$ cat src/rtl/svc_pkg.sv
package svc_pkg;

    typedef enum logic [2:0] {
        ST_IDLE,
        ST_ARMED,
        ST_CAPTURE,
        ST_WALK,
        ST_SETTLE,
        ST_READY,
        ST_DONE
    } svc_state_e;

endpackage

$ cat src/rtl/svc_slot_counter.sv
module svc_slot_counter #(
    parameter int CYCLE_LEN = 64,
    parameter int CNT_W     = $clog2(CYCLE_LEN)
) (
    input  logic             clk_i,
    input  logic             rst_ni,
    input  logic             en_i,
    output logic [CNT_W-1:0] cnt_nxt_o
);

    localparam logic [CNT_W-1:0] LAST_SLOT = CNT_W'(CYCLE_LEN - 1);

    logic [CNT_W-1:0] cnt_q;
    logic             run_q;

    // The first enabled cycle is slot zero; afterwards step and wrap.
    always_comb begin
        if (!en_i || !run_q) begin
            cnt_nxt_o = '0;
        end else if (cnt_q == LAST_SLOT) begin
            cnt_nxt_o = '0;
        end else begin
            cnt_nxt_o = cnt_q + 1'b1;
        end
    end

    always_ff @(posedge clk_i or negedge rst_ni) begin
        if (!rst_ni) begin
            cnt_q <= '0;
            run_q <= 1'b0;
        end else begin
            cnt_q <= cnt_nxt_o;
            run_q <= en_i;
        end
    end


    cnt_wrap_chk: assert property (@(posedge clk_i) disable iff (!rst_ni)
        (en_i && run_q && cnt_q == LAST_SLOT) |=> (cnt_q == '0));


    cnt_hold_chk: assert property (@(posedge clk_i) disable iff (!rst_ni)
        !en_i |=> (cnt_q == '0));

endmodule

$ cat src/rtl/svc_chan_walker.sv
module svc_chan_walker #(
    parameter int N_CH = 16,
    parameter int CH_W = $clog2(N_CH)
) (
    input  logic            clk_i,
    input  logic            rst_ni,
    input  logic            en_i,
    input  logic            go_i,
    output logic [CH_W-1:0] addr_o,
    output logic            vld_o,
    output logic            last_o
);

    logic [CH_W-1:0] addr_q;
    logic            vld_q;
    logic            at_top;

    // A power-of-two count ends on all-ones; other counts compare.
    generate
        if ((N_CH & (N_CH - 1)) == 0) begin : g_pow2
            assign at_top = &addr_q;
        end else begin : g_cmp
            assign at_top = (addr_q == CH_W'(N_CH - 1));
        end
    endgenerate

    assign last_o = vld_q && at_top;
    assign addr_o = addr_q;
    assign vld_o  = vld_q;

    always_ff @(posedge clk_i or negedge rst_ni) begin
        if (!rst_ni) begin
            addr_q <= '0;
            vld_q  <= 1'b0;
        end else if (!en_i) begin
            addr_q <= '0;
            vld_q  <= 1'b0;
        end else if (go_i) begin
            addr_q <= '0;
            vld_q  <= 1'b1;
        end else if (vld_q) begin
            if (at_top) begin
                addr_q <= '0;
                vld_q  <= 1'b0;
            end else begin
                addr_q <= addr_q + 1'b1;
            end
        end
    end


    chan_step_chk: assert property (@(posedge clk_i) disable iff (!rst_ni)
        (vld_q && !at_top && en_i && !go_i) |=>
            (vld_q && (addr_q - $past(addr_q)) == CH_W'(1)));


    chan_begin_chk: assert property (@(posedge clk_i) disable iff (!rst_ni)
        (go_i && en_i) |=> (vld_q && addr_q == '0));

endmodule

$ cat src/rtl/svc_phase_fsm.sv
module svc_phase_fsm
    import svc_pkg::*;
#(
    parameter int CYCLE_LEN   = 64,
    parameter int CONV_AT     = 0,
    parameter int SHIFT_AT    = 4,
    parameter int FILT_LATEST = 30,
    parameter int DDS_AT      = 56,
    parameter int CNT_W       = $clog2(CYCLE_LEN)
) (
    input  logic             clk_i,
    input  logic             rst_ni,
    input  logic             en_i,
    input  logic [CNT_W-1:0] cnt_nxt_i,
    input  logic             cap_done_i,
    input  logic             filt_done_i,
    input  logic             walk_last_i,
    output logic             go_walk_o,
    output logic             conv_o,
    output logic             shift_o,
    output logic             filt_o,
    output logic             dds_o,
    output logic             ovr_o
);

    localparam logic [CNT_W-1:0] SLOT_CONV  = CNT_W'(CONV_AT);
    localparam logic [CNT_W-1:0] SLOT_SHIFT = CNT_W'(SHIFT_AT);
    localparam logic [CNT_W-1:0] SLOT_FLAST = CNT_W'(FILT_LATEST);
    localparam logic [CNT_W-1:0] SLOT_FMISS = CNT_W'(FILT_LATEST + 1);
    localparam logic [CNT_W-1:0] SLOT_DDS   = CNT_W'(DDS_AT);

    svc_state_e st_q, st_n;
    logic conv_q, shift_q, filt_q, dds_q, ovr_q;
    logic conv_n, shift_n, filt_n, dds_n, ovr_n;

    // Next state and next strobes, decided against the count of the
    // coming cycle so each strobe is aligned with its own slot.
    always_comb begin
        st_n      = st_q;
        conv_n    = 1'b0;
        shift_n   = 1'b0;
        filt_n    = 1'b0;
        dds_n     = 1'b0;
        ovr_n     = ovr_q;
        go_walk_o = 1'b0;
        if (!en_i) begin
            st_n = ST_IDLE;
        end else if (cnt_nxt_i == SLOT_CONV) begin
            st_n   = ST_ARMED;
            conv_n = 1'b1;
        end else begin
            unique case (st_q)
                ST_IDLE, ST_DONE: begin
                    st_n = st_q;
                end
                ST_ARMED: begin
                    if (cnt_nxt_i == SLOT_SHIFT) begin
                        st_n    = ST_CAPTURE;
                        shift_n = 1'b1;
                    end
                end
                ST_CAPTURE: begin
                    if (cap_done_i && cnt_nxt_i <= SLOT_FLAST) begin
                        st_n      = ST_WALK;
                        filt_n    = 1'b1;
                        go_walk_o = 1'b1;
                    end else if (cnt_nxt_i == SLOT_FMISS) begin
                        st_n  = ST_DONE;
                        ovr_n = 1'b1;
                    end
                end
                ST_WALK: begin
                    if (walk_last_i) begin
                        st_n = ST_SETTLE;
                    end
                end
                ST_SETTLE: begin
                    if (cnt_nxt_i == SLOT_DDS) begin
                        st_n = ST_DONE;
                        if (filt_done_i) begin
                            dds_n = 1'b1;
                        end else begin
                            ovr_n = 1'b1;
                        end
                    end else if (filt_done_i) begin
                        st_n = ST_READY;
                    end
                end
                ST_READY: begin
                    if (cnt_nxt_i == SLOT_DDS) begin
                        st_n  = ST_DONE;
                        dds_n = 1'b1;
                    end
                end
                default: begin
                    st_n = ST_IDLE;
                end
            endcase
        end
    end

    // State register.
    always_ff @(posedge clk_i or negedge rst_ni) begin
        if (!rst_ni) begin
            st_q <= ST_IDLE;
        end else begin
            st_q <= st_n;
        end
    end

    // Output registers.
    always_ff @(posedge clk_i or negedge rst_ni) begin
        if (!rst_ni) begin
            conv_q  <= 1'b0;
            shift_q <= 1'b0;
            filt_q  <= 1'b0;
            dds_q   <= 1'b0;
            ovr_q   <= 1'b0;
        end else begin
            conv_q  <= conv_n;
            shift_q <= shift_n;
            filt_q  <= filt_n;
            dds_q   <= dds_n;
            ovr_q   <= ovr_n;
        end
    end

    assign conv_o  = conv_q;
    assign shift_o = shift_q;
    assign filt_o  = filt_q;
    assign dds_o   = dds_q;
    assign ovr_o   = ovr_q;


    strobe_excl_chk: assert property (@(posedge clk_i) disable iff (!rst_ni)
        $onehot0({conv_q, shift_q, filt_q, dds_q}));


    conv_width_chk: assert property (@(posedge clk_i) disable iff (!rst_ni)
        conv_q |=> !conv_q);


    dds_width_chk: assert property (@(posedge clk_i) disable iff (!rst_ni)
        dds_q |=> !dds_q);


    ovr_sticky_chk: assert property (@(posedge clk_i) disable iff (!rst_ni)
        ovr_q |=> ovr_q);


    idle_quiet_chk: assert property (@(posedge clk_i) disable iff (!rst_ni)
        !en_i |=> !(conv_q || shift_q || filt_q || dds_q));


    dds_after_ready_chk: assert property (@(posedge clk_i) disable iff (!rst_ni)
        dds_q |-> (st_q == ST_DONE && $past(st_q) inside {ST_SETTLE, ST_READY}));

endmodule

$ cat src/rtl/servo_cycle_seq.sv
module servo_cycle_seq #(
    parameter int N_CH        = 16,
    parameter int CYCLE_LEN   = 64,
    parameter int CONV_AT     = 0,
    parameter int SHIFT_AT    = 4,
    parameter int FILT_LATEST = 30,
    parameter int DDS_AT      = 56
) (
    input  logic                    clk_i,
    input  logic                    rst_ni,
    input  logic                    en_i,
    input  logic                    cap_done_i,
    input  logic                    filt_done_i,
    output logic                    conv_o,
    output logic                    shift_o,
    output logic                    filt_start_o,
    output logic                    dds_start_o,
    output logic [$clog2(N_CH)-1:0] chan_o,
    output logic                    chan_vld_o,
    output logic                    ovr_o
);

    localparam int CNT_W = $clog2(CYCLE_LEN);
    localparam int CH_W  = $clog2(N_CH);

    logic [CNT_W-1:0] cnt_nxt;
    logic             go_walk;
    logic             walk_last;

    svc_slot_counter #(
        .CYCLE_LEN (CYCLE_LEN),
        .CNT_W     (CNT_W)
    ) u_counter (
        .clk_i     (clk_i),
        .rst_ni    (rst_ni),
        .en_i      (en_i),
        .cnt_nxt_o (cnt_nxt)
    );

    svc_phase_fsm #(
        .CYCLE_LEN   (CYCLE_LEN),
        .CONV_AT     (CONV_AT),
        .SHIFT_AT    (SHIFT_AT),
        .FILT_LATEST (FILT_LATEST),
        .DDS_AT      (DDS_AT),
        .CNT_W       (CNT_W)
    ) u_fsm (
        .clk_i       (clk_i),
        .rst_ni      (rst_ni),
        .en_i        (en_i),
        .cnt_nxt_i   (cnt_nxt),
        .cap_done_i  (cap_done_i),
        .filt_done_i (filt_done_i),
        .walk_last_i (walk_last),
        .go_walk_o   (go_walk),
        .conv_o      (conv_o),
        .shift_o     (shift_o),
        .filt_o      (filt_start_o),
        .dds_o       (dds_start_o),
        .ovr_o       (ovr_o)
    );

    svc_chan_walker #(
        .N_CH (N_CH),
        .CH_W (CH_W)
    ) u_walker (
        .clk_i  (clk_i),
        .rst_ni (rst_ni),
        .en_i   (en_i),
        .go_i   (go_walk),
        .addr_o (chan_o),
        .vld_o  (chan_vld_o),
        .last_o (walk_last)
    );


    walk_begins_with_filt_chk: assert property (@(posedge clk_i) disable iff (!rst_ni)
        filt_start_o |-> (chan_vld_o && chan_o == '0));


    no_walk_after_miss_chk: assert property (@(posedge clk_i) disable iff (!rst_ni)
        $rose(ovr_o) |-> !chan_vld_o);

endmodule

$ cat config.mk
export PLATFORM = sky130hd
export DESIGN_NAME = servo_cycle_seq
export DESIGN_NICKNAME = d
export VERILOG_FILES = /design/src/rtl/svc_pkg.sv /design/src/rtl/svc_slot_counter.sv /design/src/rtl/svc_chan_walker.sv /design/src/rtl/svc_phase_fsm.sv /design/src/rtl/servo_cycle_seq.sv
export SDC_FILE = /design/constraint.sdc
export NUM_CORES = 1
export LEC_CHECK = 0
export BUFFER_PORTS_ARGS = -buffer_cell sky130_fd_sc_hd__buf_2
export CAP_MARGIN = 15
export CORE_ASPECT_RATIO = 1.4
export CORE_MARGIN = 3
export CORE_UTILIZATION = 38
export CTS_BUF_LIST = sky130_fd_sc_hd__clkbuf_4
export DETAILED_ROUTE_END_ITERATION = 10
export HOLD_SLACK_MARGIN = 0.05
export PLACE_DENSITY = 0.6
export SLEW_MARGIN = 25
export SYNTH_ARGS = -nofsm -noshare
export SYNTH_HDL_FRONTEND = slang
export SYNTH_HIERARCHICAL = 1
export SYNTH_SLANG_ARGS = --single-unit
$ cat constraint.sdc
create_clock -name clk_i -period 6.29 [get_ports clk_i]
set_input_delay 1.258 -clock clk_i [delete_from_list [all_inputs] [get_ports clk_i]]
set_output_delay 1.258 -clock clk_i [all_outputs]
set_load 0.05 [all_outputs]
==> metrics, run 1 <==
result of the run complete, no violations; cell with the largest stage delay on the worst path a31oi_1; post-route insts no fill 165; clock latency on the worst-skew pair 0.29 ns; clock root cell clkbuf_4; number of gates given a new drive strength after cts 0; synth top area cells dfrtp_1 45%, nand2_1 4.0%, nor2_1 3.7%; area fraction in compound gates after synthesis 0.171; Worst slew margin 0.627; endpoint of the lowest-slack register-to-register path u_walker/addr_o[3]$_DFFE_PN0P_; final number of setup-violating endpoints 0; fill cell instance count of the final layout 275; largest net degree at the start of global routing 21; number of I/O port buffers 14; hold crit path type flip-flop to flip-flop; critical path's largest stage delay 0.46 ns; Async S/R FF share, synth 1.00; antenna violation net count after detailed routing 0; initial antenna violation count 0; remaining global-route overflow 0; power per cell area 173 nW/um2; unrepaired setup endpoints after global routing false; cell-by-cell listing of the critical path buf_2, nand2_1, a31oi_1, nand4b_1, nor2_2, or3_2, nor3_1, nand2b_1, nor3_2; number of synthesized flops with an enable pin 0; total track usage 0.150; Critical Path Fanout Max 8; mux cell area share after synthesis 0.00896; stages on the worst setup path 9; arrival time of the worst setup path ~3.4 ns; vias post-DR 924; Startpoint Class input port; Post-DP HPWL 1860 um; Cell Area, Synth 1120 um2; number of sinks driven by the clock tree 20; sum of routed wire length over all layers 2470 um; starting utilization of the core area 0.410; post-CTS clock slew at the launch and capture registers of the worst setup and hold paths 0.11 ns; top cell family by delay on the critical path simple AND/OR/NAND/NOR gates; violation count after the first detailed-routing iteration 18; number of global-route vias before repair 941; Buffers & Inverters on Critical Path 1; area used by sequential logic in the layout 500 um2; H-tree levels 1; post-route core utilization 0.456; average vias per placed instance 5.60; Synth cell types 49; start of the worst register-to-register path u_counter/cnt_q[2]$_DFF_PN0_; weighted congestion reported at the end of routability-driven placement 0.779; number of placed instances with taps included about 160; number of buffers inserted during clock tree synthesis 3; area overhead of the layout relative to synthesis 11.2%; largest area contributor in the synthesized netlist dfrtp_1; height of the die about 70 um; Worst Setup EP u_walker/addr_o[3]$_DFFE_PN0P_; most instantiated library cell after synthesis dfrtp_1; number of max-slew violations in the final report 0; overall power consumption 0.214 mW; static power due to leakage ~0.53 nW; maximum number of buffers from clock root to sink 2; IO Pins 15; CTS tree built; leading register cell type out of synthesis dfrtp_1; slack of the worst reg-to-reg path roughly 3.3 ns; area of combinational cells with multiple inputs 586 um2; transition at the pin with the smallest max-transition slack about 0.55 ns; ANT cells 0; post-synthesis net count 120; Ys Warns 6; combinational family with the most area after synthesis simple AND/OR/NAND/NOR gates; worst-case hold slack 0.482 ns; max-capacitance violation count 0; Worst VDD drop 0.000105 V; flops & latches, synth 20; hold-fix buffer count after cts 0; post-route fraction of the period consumed by the critical path 0.509; proportion of layout cells with a drive suffix above 1 0.233; data required time of the worst path 6.48 ns; first-pass GRT wire length 4180 um; CP Class input port to flip-flop; total die area 3640 um2; instance count along the most critical hold path 1; number of endpoints with negative hold slack in the final report 0; cell depth of the worst flop-to-flop path 9; launching instance or port of the critical path en_i; setup repair bufs after CTS 0; share of Yosys cell area claimed by the top area cell type 0.448; most frequent cells after synthesis 20 x dfrtp_1, 12 x nand2_1, 11 x nor2_1; Final Critical Period 3.20 ns; die width 51.8 um; number of design rule violations left after detail routing 0; area of the placeable core 2730 um2; floorplan row count 22; number of nets at the end of the flow 137; fraction of the yosys area taken by sequential cells 0.448; adder-cell area share of the yosys netlist 0.0224; routed wirelength normalized by instance count 15.0 um; Avg Inst Size Synth 9.89 um2; detailed-router iteration count before antenna repair 4; worst clock skew on the final layout approximately 0.004 ns; Fmax approximately 310 MHz; setup total negative slack 0 ns; share of synthesized cell area in and, or, nand and nor gates 0.298; gate count of the mapped netlist 113; category of the worst setup path capture point flip-flop; parity-gate share of the synthesized area counting xor and xnor cells 0.0235
worst reg2reg max path, delay by kind of cell (launching register included):
| kind | cells | cell delay [ns] |
|---|---|---|
| simple gates | 8 | 1.90 |
| compound gates | 1 | 0.49 |
| flops | 1 | 0.47 |
through the flow:
| step | setup WS (ns) | area [um2] |
|---|---|---|
| floorplan | 3.27 | 1120 |
| CTS | 3.13 | 1240 |
| global route | 2.90 | 1240 |
| finish | 3.09 | 1240 |
| detailed placement | 2.81 | 1220 |
| global placement | 2.92 | 1220 |
worst min-delay path by stage:
stage / start / end / slack [ns]
2_1_floorplan: u_counter/cnt_q[0]$_DFF_PN0_ / u_counter/cnt_q[0]$_DFF_PN0_ / 0.51
3_3_place_gp: u_fsm/ovr_o$_DFFE_PN0P_ / u_fsm/ovr_o$_DFFE_PN0P_ / 0.45
3_5_place_dp: u_fsm/ovr_o$_DFFE_PN0P_ / u_fsm/ovr_o$_DFFE_PN0P_ / 0.45
4_1_cts: u_fsm/ovr_o$_DFFE_PN0P_ / u_fsm/ovr_o$_DFFE_PN0P_ / 0.48
5_1_grt: u_fsm/ovr_o$_DFFE_PN0P_ / u_fsm/ovr_o$_DFFE_PN0P_ / 0.50
6_report: u_fsm/ovr_o$_DFFE_PN0P_ / u_fsm/ovr_o$_DFFE_PN0P_ / 0.48
where the power goes:
part           leakage (nW)  internal [mW]  switching (mW)
clock network        0.0154         0.0231          0.0380
registers             0.273          0.130         0.00211
logic                 0.237        0.00643          0.0144
cell families (layout without fill, tap and decap cells):
group	count (synthesis)	count (layout)
AND/OR/NAND/NOR	58	58
AO/OA/AOI/OAI	23	23
flip-flops	20	20
buffers and inverters	6	22
XOR/XNOR	3	3
adder cells (fa/ha/maj)	2	2
multiplexers	1	1
area by class of cell:
type                    count  share of cell area
well taps                  36              0.0363
multi-input cells          87               0.471
inverters                   4              0.0121
clock buffers               3              0.0181
flip-flops and latches     20               0.403
repair buffers             14              0.0564
clock inverters             1             0.00302
flip-flops by register name, summed over array words and instances, names as in the netlist:
name and count:
u_walker/addr_o 4, u_fsm/conv_o 1, u_fsm/filt_o 1, u_counter/run_q 1, u_fsm/shift_o 1, u_fsm/dds_o 1
u_walker/vld_o 1, u_fsm/ovr_o 1, u_fsm/st_q 3, u_counter/cnt_q 6
layout by cell type (no fill, tap or decap), types with 2 or more instances in the layout:
cell type,synthesis,routed
inv_1,4,4
nand2_1,12,12
dfrtp_1,20,20
a21oi_1,6,6
nand2b_1,2,2
nor2_1,11,11
nand4_1,3,3
nand3_1,7,7
nor3_2,2,2
ha_1,2,2
xor2_1,2,2
nor3_1,3,3
clkbuf_4,0,3
buf_2,1,14
nor2b_1,3,3
routing by layer:
layer | global-route usage | vias up | wire (um)
li1 | - | 452 | -
met1 | 0.162 | 450 | 945
met2 | 0.277 | 18 | 1430
met3 | 0.0192 | 4 | 64
met4 | 0.0612 | 0 | 29
met5 | 0 | - | 0
No activity file was read; power rests on OpenSTA's default activity.
==> run 2: changes to the inputs <==
- clock period: 6.29 -> 3.22 ns (I/O delays scaled with it)
==> metrics, run 2 (same netlist as run 1, synthesis figures left out) <==
cell depth of the worst flop-to-flop path 9; endpoint of the lowest-slack register-to-register path u_walker/addr_o[2]$_DFFE_PN0P_; maximum number of buffers from clock root to sink 2; sequential fraction of design power 0.511; clock latency on the worst-skew pair 0.30 ns; number of global-route vias before repair between 800 and 900; Startpoint Class flip-flop; total die area 3640 um2; weighted congestion reported at the end of routability-driven placement 0.793; remaining global-route overflow 0; number of endpoints with negative hold slack in the final report 0; worst clock skew on the final layout 0.00361 ns; area overhead of the layout relative to synthesis 14.2%; sum of routed wire length over all layers 2400 um; share of total power in combinational logic 0.081; antenna violation net count after detailed routing 0; violation count after the first detailed-routing iteration 42; Most flops, register u_counter/cnt_q; IO Pins 15; detailed-router iteration count before antenna repair 5; number of nets at the end of the flow 138; starting utilization of the core area 0.410; worst-case hold slack ~0.26 ns; number of sinks driven by the clock tree 20; post-route fraction of the period consumed by the critical path 0.893; CTS tree built; H-tree levels 1; height of the die 70.2 um; ANT cells 0; vias post-DR roughly 930; start of the worst register-to-register path u_counter/cnt_q[2]$_DFF_PN0_; category of the worst setup path capture point flip-flop; proportion of layout cells with a drive suffix above 1 0.246; largest net degree at the start of global routing 21; average vias per placed instance 5.62; Worst VDD drop 0.000245 V; number of design rule violations left after detail routing 0; number of max-slew violations in the final report 0; cell internal pwr 0.394 mW; number of placed instances with taps included 162; overall power consumption ~0.51 mW; Post-DP HPWL 1780 um; static power due to leakage between 0.5 and 0.6 nW; power per cell area 397 nW/um2; data required time of the worst path about 3.4 ns; first-pass GRT wire length 4110 um; transition at the pin with the smallest max-transition slack 0.556 ns; Final Critical Period around 2.9 ns; Worst slew margin 0.627; clock network power share 0.408; area used by sequential logic in the layout 500 um2; total track usage 0.147; result of the run complete, no violations; most common cell after layout, fill and taps aside dfrtp_1; slack of the worst reg-to-reg path 0.35 ns; unrepaired setup endpoints after global routing false; launching instance or port of the critical path u_counter/cnt_q[2]$_DFF_PN0_; setup total negative slack 0 ns; hold crit path type input port to async pin; number of gates given a new drive strength after cts 0; routed wirelength normalized by instance count between 10 and 15 um; Final WS setup about 0.35 ns; floorplan row count 22; Critical Path Fanout Max 6; flip-flop count of the largest register, all copies and words added 6; CP Class flip-flop to flip-flop; initial antenna violation count 0; number of I/O port buffers 14; hold-fix buffer count after cts 0; area of the placeable core 2730 um2; net switching share of the total power 0.223; area of combinational cells with multiple inputs 586 um2; post-CTS clock slew at the launch and capture registers of the worst setup and hold paths 0.11 ns; setup repair bufs after CTS 0; post-route insts no fill 166; max-capacitance violation count 0; die width 51.8 um; Worst Setup EP u_walker/addr_o[2]$_DFFE_PN0P_; number of buffers inserted during clock tree synthesis 3; power dissipated by switching net loads approximately 0.11 mW; final number of setup-violating endpoints 0; dpl ws 0.316 ns; arrival time of the worst setup path 3.07 ns; clock root cell clkbuf_4; Fmax between 300 and 400 MHz; fill cell instance count of the final layout roughly 270; highest-count cells in the layout ignoring fill and taps 20 x dfrtp_1, 14 x buf_2, 12 x nand2_1, 11 x nor2_1, 7 x nand3_1
-- run 2: cell count changes in the layout (fill, tap and decap cells not counted) --
cell / before / now
buf_4: 0 / 1
bufinv_16: 0 / 1
clkinv_1: 1 / 0
-- run 2: per-layer routing --
metal,global-route usage,wire (um)
met1,0.172,972
met2,0.257,1260
met3,0.0256,109
met4,0.0525,51
met5,0,0
-- run 2: area by class of cell --
class / instances / area share
clock buffers: 3 / 0.0176
clock inverters: 1 / 0.0235
inverters: 4 / 0.0118
multi-input cells: 87 / 0.459
flip-flops and latches: 20 / 0.392
well taps: 36 / 0.0353
repair buffers: 15 / 0.0608
-- run 2: per-stage QoR --
step                      cell area [um2]  utilization
after global routing                 1280        0.468
after detailed placement             1220        0.449
after floorplan                      1120            -
after global placement               1220        0.449
after CTS                            1280        0.468
final                                1280        0.468
-- run 2: worst max-delay path, stage by stage, from the launching register on --
cell and delay (ns):
dfrtp_1 0.46, nand3_2 0.13, or3_1 0.35, a31oi_1 0.49
nand4b_1 0.23, nor2_2 0.07, or3_2 0.46, nor3_1 0.26
nand2b_1 0.25, nor2_1 0.08
-- run 2: power groups by stage --
stage | clock network, mW | logic, mW | registers (mW)
finish | 0.207 | 0.0412 | 0.259
CTS | 0.210 | 0.0412 | 0.259
floorplan | 0 | 0.0216 | 0.266
global placement | 0 | 0.0410 | 0.264
detailed placement | 0 | 0.0410 | 0.264
global route | 0.223 | 0.0458 | 0.260
-- run 2: worst min path at each step --
stage,from,to,slack [ns]
floorplan,rst_ni,u_counter/cnt_q[0]$_DFF_PN0_,0.35
global placement,u_fsm/ovr_o$_DFFE_PN0P_,u_fsm/ovr_o$_DFFE_PN0P_,0.45
detailed placement,u_fsm/ovr_o$_DFFE_PN0P_,u_fsm/ovr_o$_DFFE_PN0P_,0.46
CTS,rst_ni,u_counter/cnt_q[2]$_DFF_PN0_,0.28
global route,rst_ni,u_counter/cnt_q[5]$_DFF_PN0_,0.28
finish,rst_ni,u_counter/cnt_q[2]$_DFF_PN0_,0.26
